--- src/rtl/disp_pkg.sv ---
// Shared constants and types for the bundle dispersal unit.
// Assumes the fixed 5-bit template / three 41-bit slot bundle layout.
package disp_pkg;
    localparam int TMPL_W   = 5;
    localparam int SLOT_W   = 41;
    localparam int SLOTS    = 3;
    localparam int WIDE_W   = 2 * SLOT_W;
    localparam int BUNDLE_W = TMPL_W + SLOTS * SLOT_W;

    typedef enum logic [1:0] {
        UNIT_MEM = 2'd0,
        UNIT_INT = 2'd1,
        UNIT_FP  = 2'd2,
        UNIT_BR  = 2'd3
    } unit_e;

    // One dispersed slot: payload, unit class, width flag and stop-after flag.
    typedef struct packed {
        logic              stop;
        logic              wide;
        unit_e             unit;
        logic [WIDE_W-1:0] pay;
    } slot_t;

    // One decoded template row.
    typedef struct packed {
        logic                  legal;
        logic                  two_slot;
        logic [SLOTS-1:0]      stop;
        logic [SLOTS-1:0][1:0] unit;
    } tmpl_t;
endpackage

--- src/rtl/disp_decode.sv ---
// Template lookup and slot extraction.
// Purely combinational. Assumes the template code sits in the low bits of the
// bundle and the slots follow it in program order.
module disp_decode
    import disp_pkg::*;
#(
    parameter int PC_W = 2
) (
    input  logic [BUNDLE_W-1:0] bundle,
    output slot_t [SLOTS-1:0]   ent,
    output logic [PC_W-1:0]     ent_cnt,
    output logic                legal
);
    tmpl_t             t;
    logic              e;
    logic [TMPL_W-1:0] code;

    assign code = bundle[TMPL_W-1:0];
    assign e    = code[0];

    // Builds one table row from unit classes, stop bits and the two-slot flag.
    function automatic tmpl_t row(input unit_e u0, input unit_e u1, input unit_e u2,
                                  input logic [SLOTS-1:0] s, input logic two);
        tmpl_t r;
        r.legal    = 1'b1;
        r.two_slot = two;
        r.stop     = s;
        r.unit     = {u2, u1, u0};
        return r;
    endfunction

    // Constant template ROM indexed by the pattern field (code bits 4:1).
    always_comb begin
        case (code[4:1])
            4'd0:    t = row(UNIT_MEM, UNIT_INT, UNIT_INT, {e, 1'b0, 1'b0}, 1'b0);
            4'd1:    t = row(UNIT_MEM, UNIT_INT, UNIT_INT, {e, 1'b1, 1'b0}, 1'b0);
            4'd2:    t = row(UNIT_MEM, UNIT_INT, UNIT_MEM, {1'b0, e, 1'b0}, 1'b1);
            4'd3:    t = row(UNIT_MEM, UNIT_MEM, UNIT_INT, {e, 1'b0, 1'b0}, 1'b0);
            4'd4:    t = row(UNIT_MEM, UNIT_MEM, UNIT_INT, {e, 1'b0, 1'b1}, 1'b0);
            4'd5:    t = row(UNIT_MEM, UNIT_FP,  UNIT_INT, {e, 1'b0, 1'b0}, 1'b0);
            4'd6:    t = row(UNIT_MEM, UNIT_MEM, UNIT_FP,  {e, 1'b0, 1'b0}, 1'b0);
            4'd7:    t = row(UNIT_MEM, UNIT_INT, UNIT_BR,  {e, 1'b0, 1'b0}, 1'b0);
            4'd8:    t = row(UNIT_MEM, UNIT_BR,  UNIT_BR,  {e, 1'b0, 1'b0}, 1'b0);
            4'd9:    t = row(UNIT_BR,  UNIT_BR,  UNIT_BR,  {e, 1'b0, 1'b0}, 1'b0);
            4'd10:   t = row(UNIT_MEM, UNIT_MEM, UNIT_BR,  {e, 1'b0, 1'b0}, 1'b0);
            4'd11:   t = row(UNIT_MEM, UNIT_FP,  UNIT_BR,  {e, 1'b0, 1'b0}, 1'b0);
            default: t = '0;
        endcase
    end

    // Splits the bundle into slot entries, folding the upper two slots into one
    // double-width slot for the two-slot patterns.
    always_comb begin
        for (int i = 0; i < SLOTS; i++) begin
            ent[i].pay  = WIDE_W'(bundle[TMPL_W + i*SLOT_W +: SLOT_W]);
            ent[i].unit = unit_e'(t.unit[i]);
            ent[i].stop = t.stop[i];
            ent[i].wide = 1'b0;
        end
        ent_cnt = PC_W'(SLOTS);
        if (t.two_slot) begin
            ent[1].pay  = bundle[BUNDLE_W-1 -: WIDE_W];
            ent[1].wide = 1'b1;
            ent[2]      = '0;
            ent_cnt     = PC_W'(2);
        end
    end

    assign legal = t.legal;
endmodule

--- src/rtl/disp_pend.sv ---
// Pending-slot buffer.
// Holds the slots of one accepted bundle and releases, each cycle, a run of
// them from the head up to and including the first stop, limited by the room
// left in the group being built. Assumes a load only when the buffer is empty.
module disp_pend
    import disp_pkg::*;
#(
    parameter int PC_W = 2,
    parameter int FW   = 4
) (
    input  logic                clk,
    input  logic                rst_n,
    input  logic                load,
    input  slot_t [SLOTS-1:0]   load_ent,
    input  logic [PC_W-1:0]     load_cnt,
    input  logic [FW-1:0]       free,
    output slot_t [SLOTS-1:0]   head,
    output logic [PC_W-1:0]     take,
    output logic                take_stop,
    output logic                empty
);
    slot_t [SLOTS-1:0] pend;
    slot_t [SLOTS-1:0] nxt;
    logic [PC_W-1:0]   pend_cnt;
    logic [PC_W-1:0]   n_stop;

    // Finds the run length up to the first stop and clips it to the free room.
    always_comb begin
        n_stop = pend_cnt;
        for (int i = SLOTS-1; i >= 0; i--) begin
            if (PC_W'(i) < pend_cnt && pend[i].stop) n_stop = PC_W'(i+1);
        end
        take = (FW'(n_stop) > free) ? PC_W'(free) : n_stop;
        take_stop = 1'b0;
        for (int i = 0; i < SLOTS; i++) begin
            if (PC_W'(i+1) == take && pend[i].stop) take_stop = 1'b1;
        end
    end

    // Shifts the remaining slots down to the head after a take.
    always_comb begin
        for (int j = 0; j < SLOTS; j++) begin
            nxt[j] = '0;
            for (int s = 0; s < SLOTS; s++) begin
                if (j + s < SLOTS && PC_W'(s) == take) nxt[j] = pend[j+s];
            end
        end
    end

    // Loads a new bundle or retires the slots just handed to the group.
    always_ff @(posedge clk) begin
        if (!rst_n) begin
            pend     <= '0;
            pend_cnt <= '0;
        end else if (load) begin
            pend     <= load_ent;
            pend_cnt <= load_cnt;
        end else begin
            pend     <= nxt;
            pend_cnt <= pend_cnt - take;
        end
    end

    assign head  = pend;
    assign empty = (pend_cnt == '0);

    // a stop on the head slot lets only that slot into the current group.
    a_r4_stop_cuts_run: assert property (@(posedge clk) disable iff (!rst_n)
        (pend_cnt != '0 && pend[0].stop && free != '0) |-> take == PC_W'(1));
endmodule

--- src/rtl/disp_accum.sv ---
// Group accumulator.
// Appends released slots behind those already gathered. It closes the group
// when a stop arrives or the group is full, then holds the group on the
// output until the consumer takes it.
module disp_accum
    import disp_pkg::*;
#(
    parameter int GRP  = 6,
    parameter int PC_W = 2,
    parameter int FW   = 4
) (
    input  logic                  clk,
    input  logic                  rst_n,
    input  slot_t [SLOTS-1:0]     head,
    input  logic [PC_W-1:0]       take,
    input  logic                  take_stop,
    output logic [FW-1:0]         free,
    output logic                  out_valid,
    input  logic                  out_ready,
    output logic [GRP-1:0]        out_slot_valid,
    output logic [2*GRP-1:0]      out_unit,
    output logic [GRP-1:0]        out_wide,
    output logic [GRP*WIDE_W-1:0] out_payload
);
    slot_t [GRP-1:0] acc;
    logic [FW-1:0]   acc_cnt;
    logic            closed;
    logic            inner_stop;

    assign free = closed ? '0 : (FW'(GRP) - acc_cnt);

    // Clears after a handshake, otherwise appends released slots and decides closure.
    always_ff @(posedge clk) begin
        if (!rst_n) begin
            acc     <= '0;
            acc_cnt <= '0;
            closed  <= 1'b0;
        end else if (closed && out_ready) begin
            acc_cnt <= '0;
            closed  <= 1'b0;
        end else if (take != '0) begin
            for (int k = 0; k < GRP; k++) begin
                for (int s = 0; s < SLOTS; s++) begin
                    if (FW'(k) == acc_cnt + FW'(s) && FW'(s) < FW'(take)) acc[k] <= head[s];
                end
            end
            acc_cnt <= acc_cnt + FW'(take);
            closed  <= take_stop || (acc_cnt + FW'(take) == FW'(GRP));
        end
    end

    // Flattens the gathered group onto the output buses.
    for (genvar k = 0; k < GRP; k++) begin : g_out
        assign out_slot_valid[k]               = closed && (FW'(k) < acc_cnt);
        assign out_unit[2*k +: 2]              = acc[k].unit;
        assign out_wide[k]                     = acc[k].wide;
        assign out_payload[k*WIDE_W +: WIDE_W] = acc[k].pay;
    end

    assign out_valid = closed;

    // Flags any stop sitting before the last occupied position.
    always_comb begin
        inner_stop = 1'b0;
        for (int k = 0; k < GRP; k++) begin
            if (FW'(k+1) < acc_cnt && acc[k].stop) inner_stop = 1'b1;
        end
    end

    // a presented group is frozen until taken.
    a_r10_hold: assert property (@(posedge clk) disable iff (!rst_n)
        (out_valid && !out_ready) |=> (out_valid && $stable(out_payload)
                                       && $stable(out_slot_valid) && $stable(out_unit)));
    // occupied positions form a nonzero prefix.
    a_r11_prefix: assert property (@(posedge clk) disable iff (!rst_n)
        out_valid |-> (out_slot_valid != '0
                       && ((out_slot_valid & (out_slot_valid + 1'b1)) == '0)));
    // no stop inside a group, only possibly on its last slot.
    a_r4_no_inner_stop: assert property (@(posedge clk) disable iff (!rst_n)
        out_valid |-> !inner_stop);
    // a group never grows past its capacity.
    a_r7_capacity: assert property (@(posedge clk) disable iff (!rst_n)
        acc_cnt <= FW'(GRP));
endmodule

--- src/rtl/vliw_disperse.sv ---
// Bundle dispersal top level.
// Checks each accepted bundle for a legal template and a bundle-aligned
// address, decodes it into tagged slots and regroups the slots at stop marks.
// Assumes the consumer drains groups through out_ready.
module vliw_disperse
    import disp_pkg::*;
#(
    parameter int ADDR_W = 64,
    parameter int GRP    = 6
) (
    input  logic                  clk,
    input  logic                  rst_n,
    input  logic                  in_valid,
    output logic                  in_ready,
    input  logic [BUNDLE_W-1:0]   in_bundle,
    input  logic [ADDR_W-1:0]     in_addr,
    output logic                  out_valid,
    input  logic                  out_ready,
    output logic [GRP-1:0]        out_slot_valid,
    output logic [2*GRP-1:0]      out_unit,
    output logic [GRP-1:0]        out_wide,
    output logic [GRP*WIDE_W-1:0] out_payload,
    output logic                  err_tmpl,
    output logic                  err_align
);
    localparam int PC_W       = $clog2(SLOTS + 1);
    localparam int FW         = $clog2(GRP + SLOTS + 1);
    localparam int ALIGN_BITS = $clog2(BUNDLE_W / 8);

    slot_t [SLOTS-1:0] dec_ent;
    slot_t [SLOTS-1:0] head;
    logic [PC_W-1:0]   dec_cnt;
    logic [PC_W-1:0]   take;
    logic [FW-1:0]     free;
    logic              legal, take_stop, empty;
    logic              accept, misalign, load;

    assign accept   = in_valid && in_ready;
    assign misalign = (in_addr[ALIGN_BITS-1:0] != '0);
    assign load     = accept && legal && !misalign;
    assign in_ready = empty;

    disp_decode #(.PC_W(PC_W)) u_dec (
        .bundle  (in_bundle),
        .ent     (dec_ent),
        .ent_cnt (dec_cnt),
        .legal   (legal)
    );

    disp_pend #(.PC_W(PC_W), .FW(FW)) u_pend (
        .clk       (clk),
        .rst_n     (rst_n),
        .load      (load),
        .load_ent  (dec_ent),
        .load_cnt  (dec_cnt),
        .free      (free),
        .head      (head),
        .take      (take),
        .take_stop (take_stop),
        .empty     (empty)
    );

    disp_accum #(.GRP(GRP), .PC_W(PC_W), .FW(FW)) u_acc (
        .clk            (clk),
        .rst_n          (rst_n),
        .head           (head),
        .take           (take),
        .take_stop      (take_stop),
        .free           (free),
        .out_valid      (out_valid),
        .out_ready      (out_ready),
        .out_slot_valid (out_slot_valid),
        .out_unit       (out_unit),
        .out_wide       (out_wide),
        .out_payload    (out_payload)
    );

    // Raises one-cycle error pulses for rejected bundles.
    always_ff @(posedge clk) begin
        if (!rst_n) begin
            err_tmpl  <= 1'b0;
            err_align <= 1'b0;
        end else begin
            err_tmpl  <= accept && !legal;
            err_align <= accept && misalign;
        end
    end

    // a template error only follows an accepted bundle.
    a_r8_err_follows_accept: assert property (@(posedge clk) disable iff (!rst_n)
        err_tmpl |-> $past(in_valid && in_ready));
    // an alignment error only follows an accepted bundle.
    a_r9_err_follows_accept: assert property (@(posedge clk) disable iff (!rst_n)
        err_align |-> $past(in_valid && in_ready));
endmodule

--- config.mk ---
export PLATFORM = sky130hd
export DESIGN_NAME = vliw_disperse
export DESIGN_NICKNAME = d
export VERILOG_FILES = /design/src/rtl/disp_pkg.sv /design/src/rtl/disp_decode.sv /design/src/rtl/disp_pend.sv /design/src/rtl/disp_accum.sv /design/src/rtl/vliw_disperse.sv
export SDC_FILE = /design/constraint.sdc
export NUM_CORES = 2
export LEC_CHECK = 0
export ABC_CLOCK_PERIOD_IN_PS = 5600
export BUFFER_PORTS_ARGS = -buffer_cell sky130_fd_sc_hd__buf_2
export CAP_MARGIN = 20
export CORE_AREA = 2 2 275 277
export DETAILED_ROUTE_END_ITERATION = 10
export DIE_AREA = 0 0 277 279
export PLACE_DENSITY = 0.7
export SLEW_MARGIN = 5
export SYNTH_ARGS = -nofsm -noshare
export SYNTH_HDL_FRONTEND = slang
export SYNTH_SLANG_ARGS = --single-unit
export TNS_END_PERCENT = 20
--- constraint.sdc ---
create_clock -name clk -period 5.6 [get_ports clk]
set_input_delay 0.56 -clock clk [delete_from_list [all_inputs] [get_ports clk]]
set_output_delay 0.56 -clock clk [all_outputs]
set_load 0.005 [all_outputs]
==> results.md <==
* Status: complete, no violations
* Crit path max-delay family: compound AO/OA/AOI/OAI gates
* Post-synth top cells: dfxtp_1 (735), mux2i_1 (469), nor2_1 (448), clkbuf_1 (405), nand2_1 (290)
* Num rows at 100
* Post-CTS setup buffer count at 0
* Worst Hold Class: in2reg
* RSZ-0062 raised after global routing: no
* Final hold violation count at 0
* Initial DRC Count at 4058
* Mapped Area at 34800 µm²
* WP buf/inv at 5
* Post-CTS Hold Buffers at 0
* CP Launch Type: flop
* Final Slew Violations at 0
* Grt total ovfl at 0
* Drt first pass iters at 6
* Crit-path cells: inv_1 > ha_1 > nor2_1 > inv_1 > ha_1 > nor2b_1 > o21a_2 > and3_1 > a22oi_1 > o22ai_1 > inv_1 > ha_4 > buf_4 > o31ai_1 > o21ai_4 > o21a_2 > buf_4 > o2bb2ai_1
* Wire per inst at 28.5 µm
* TritonCTS clock tree: built
* Hold Path Depth at 3
* Filler Cells Inserted at 6655
* IO Count at 716
* Die area at 77300 µm²
* Avg Cell Area, Syn at 9.03 µm²
* Initial Utilization at 0.469
* Crit Path Class: reg2reg
* Synth Flop Type: dfxtp_1
* Via Count at 33.4k
* Vias in the first global route at 31.0k
* Setup Skew at 0.0356 ns
* Post-DRT Antenna Nets at 0
* Most used standard cell by instance count after synthesis: dfxtp_1
* CTS H-tree lvls at 3
* Worst-case hold path end point: u_pend.head[172]
* Total track usage at 0.365
* Setup tns final at 0 ns
* Post_cts resized at 0
* Layout cells sized above 1 at 0.220
* R2R Path End: u_acc.out_payload[379]
* Leak at 0.0175 µW
* R2R depth at 18
* Worst hold path startpoint: in_bundle[87]
* DRC viols at 0
* CP Data Required Time at 6.10 ns
* Root Buffer Master: clkbuf_16
* VDD IR max at 0.674 mV
* Worst-Margin Slew at 1.28 ns
* Final worst path period need at 5.19 ns
* Critical path's slowest cell: o31ai_1
* DP HPWL at 93800 µm
* Design area at 40800 µm²
* Post-DP Area at 38100 µm²
* Die Height at 279 µm
* Power Dens Cells at 428 nW/µm²
* Post-synth EDFFs at 0
* Yosys top cell by area: dfxtp_1
* Yosys top cell area share at 0.423
* Drt total wl at 148000 µm
* Clock sinks at 735
* Cell mode on critical path: inv_1
* Max incr delay on CP at 0.62 ns
* Clock-pin slew on the worst setup and hold paths at 0.06 ns
* Largest net degree at the start of global routing at 96
* Relative max-transition margin at 0.144
* Syn Nets at 4064
* Reg-to-Reg Start: u_acc.acc_cnt[1]
* Final setup fails at 0
* Unique cell type count in the Yosys netlist at 58
* Asr flop ratio synth at 0
* Seq/Total Area, Yosys at 0.423
* First-pass GRT wire length at 213000 µm
* Worst-path maximum fanout at 42
* GPL Wtd Cong at 0.913
* Worst-Skew Late Latency at 0.64 ns
* DIE WIDTH at 277 µm
* CTS Buf Count at 80
* Maximum capacitance violations at 0
* Final Cycle Share at 0.926
* Number of antenna violations at the first check in global routing at 22
* Flops & latches, synth at 735
* Yosys warnings at 0
* Top cells by area, synth: dfxtp_1 (42%), mux2i_1 (14%), o2bb2ai_1 (7.2%)
* # nets final at 4347
* Core footprint at 74100 µm²
* Synth Instances at 3848
* Port bufs at 655
* Vias per cell at 6.45
* Synth-to-Final Area Change at 17.4%
* WP data arrival at 5.69 ns
* CP endpoint kind: flop
* R2R setup slack at 0.41 ns
* Clock Tree Buf Depth at 3
* Maximum clock frequency at 0.193 GHz
[where the power goes]
part           internal (µW)  total, µW  leakage [µW]  switching, µW
registers               5300       5410       0.00592            115
logic                   1300       6630        0.0103           5330
clock network           3110       5420       0.00131           2310
total                   9710      17500        0.0175           7750
[layout by cell type (no fill, tap or decap), drive strengths merged, types with 6 or more instances in the layout]
cell     synthesis  routed
nor4            48      48
mux2i          469     469
inv             14      16
ha              19      19
clkbuf         405     125
a211oi          47      47
o2bb2ai        295     295
o21ai           13      13
nand2          290     290
o211ai         218     218
a22oi           86      86
o31ai           45      45
clkinv           2      15
nor2           448     448
a22o           130     130
dfxtp          735     735
diode            0       8
a31oi            6       6
buf            135     741
nand3           15      15
nand4            6       6
and3             9       9
o221ai          45      45
a221o           41      41
a21oi          271     271
[per-layer routing]
metal	routed length (µm)	vias up	GRT usage
met1	58300	16000	0.469
met3	16800	437	0.105
met4	7630	28	0.179
met2	64700	2205	0.560
met5	190	-	0
li1	-	14700	-
[worst max path at each step]
stage / start / to / cells after the start
global placement: u_acc.acc_cnt[1] / u_acc.out_payload[371] / 18
global route: u_acc.acc_cnt[1] / u_acc.out_payload[406] / 18
detailed placement: u_acc.acc_cnt[1] / u_acc.out_payload[392] / 18
floorplan: u_acc.acc_cnt[0] / u_acc.out_payload[246] / 21
finish: u_acc.acc_cnt[1] / u_acc.out_payload[379] / 18
CTS: u_acc.acc_cnt[1] / u_acc.out_payload[380] / 18
[flip-flops by register name, indices dropped and copies added (netlist names)]
| name | count |
|---|---|
| u_acc.out_payload | 492 |
| u_pend.head | 216 |
| u_acc.out_unit | 12 |
| u_acc.out_wide | 6 |
| u_acc.acc_cnt | 4 |
| u_pend.pend_cnt | 2 |
| err_align | 1 |
| err_tmpl | 1 |
| u_acc.out_valid | 1 |
[layout make-up]
class / count / area (µm²) / area share
diodes: 8 / 20.0 / 0.000491
inverters: 16 / 67.6 / 0.00166
clock inverters: 19 / 275 / 0.00675
clock buffers: 125 / 2400 / 0.0589
flip-flops and latches: 735 / 14700 / 0.361
repair buffers: 741 / 4090 / 0.100
multi-input cells: 2557 / 18000 / 0.441
well taps: 969 / 1210 / 0.0297
[worst register-to-register path: stages (launching register included)]
cell and delay [ns]:
dfxtp_1 0.54, inv_1 0.11, ha_1 0.32, nor2_1 0.13, inv_1 0.06, ha_1 0.28, nor2b_1 0.24, o21a_2 0.18
and3_1 0.18, a22oi_1 0.09, o22ai_1 0.42, inv_1 0.19, ha_4 0.22, buf_4 0.19, o31ai_1 0.62, o21ai_4 0.39
o21a_2 0.32, buf_4 0.30, o2bb2ai_1 0.27
[through the flow]
stage / setup slack (ns) / utilization / instances / hold WS, ns / power, µW
global route: 0.0488 / 0.551 / 5166 / 0.164 / 17900
global placement: 0.516 / 0.514 / 5016 / 0.441 / 11900
CTS: 0.436 / 0.550 / 5160 / 0.145 / 17300
finish: 0.412 / 0.551 / 5170 / 0.176 / 17500
detailed placement: 0.456 / 0.514 / 5016 / 0.441 / 11900
floorplan: 1.10 / - / 3848 / 0.456 / 9240
[cells by family after synthesis]
logic type | after synthesis | synth area share
multiplexers | 469 | 0.135
XOR/XNOR | 8 | 0.00202
AO/OA/AOI/OAI | 1218 | 0.265
buffers and inverters | 556 | 0.0675
AND/OR/NAND/NOR | 842 | 0.0992
flip-flops | 735 | 0.423
adder cells (fa/ha/maj) | 20 | 0.00742
Note: power is estimated with default switching activity, not from simulation.
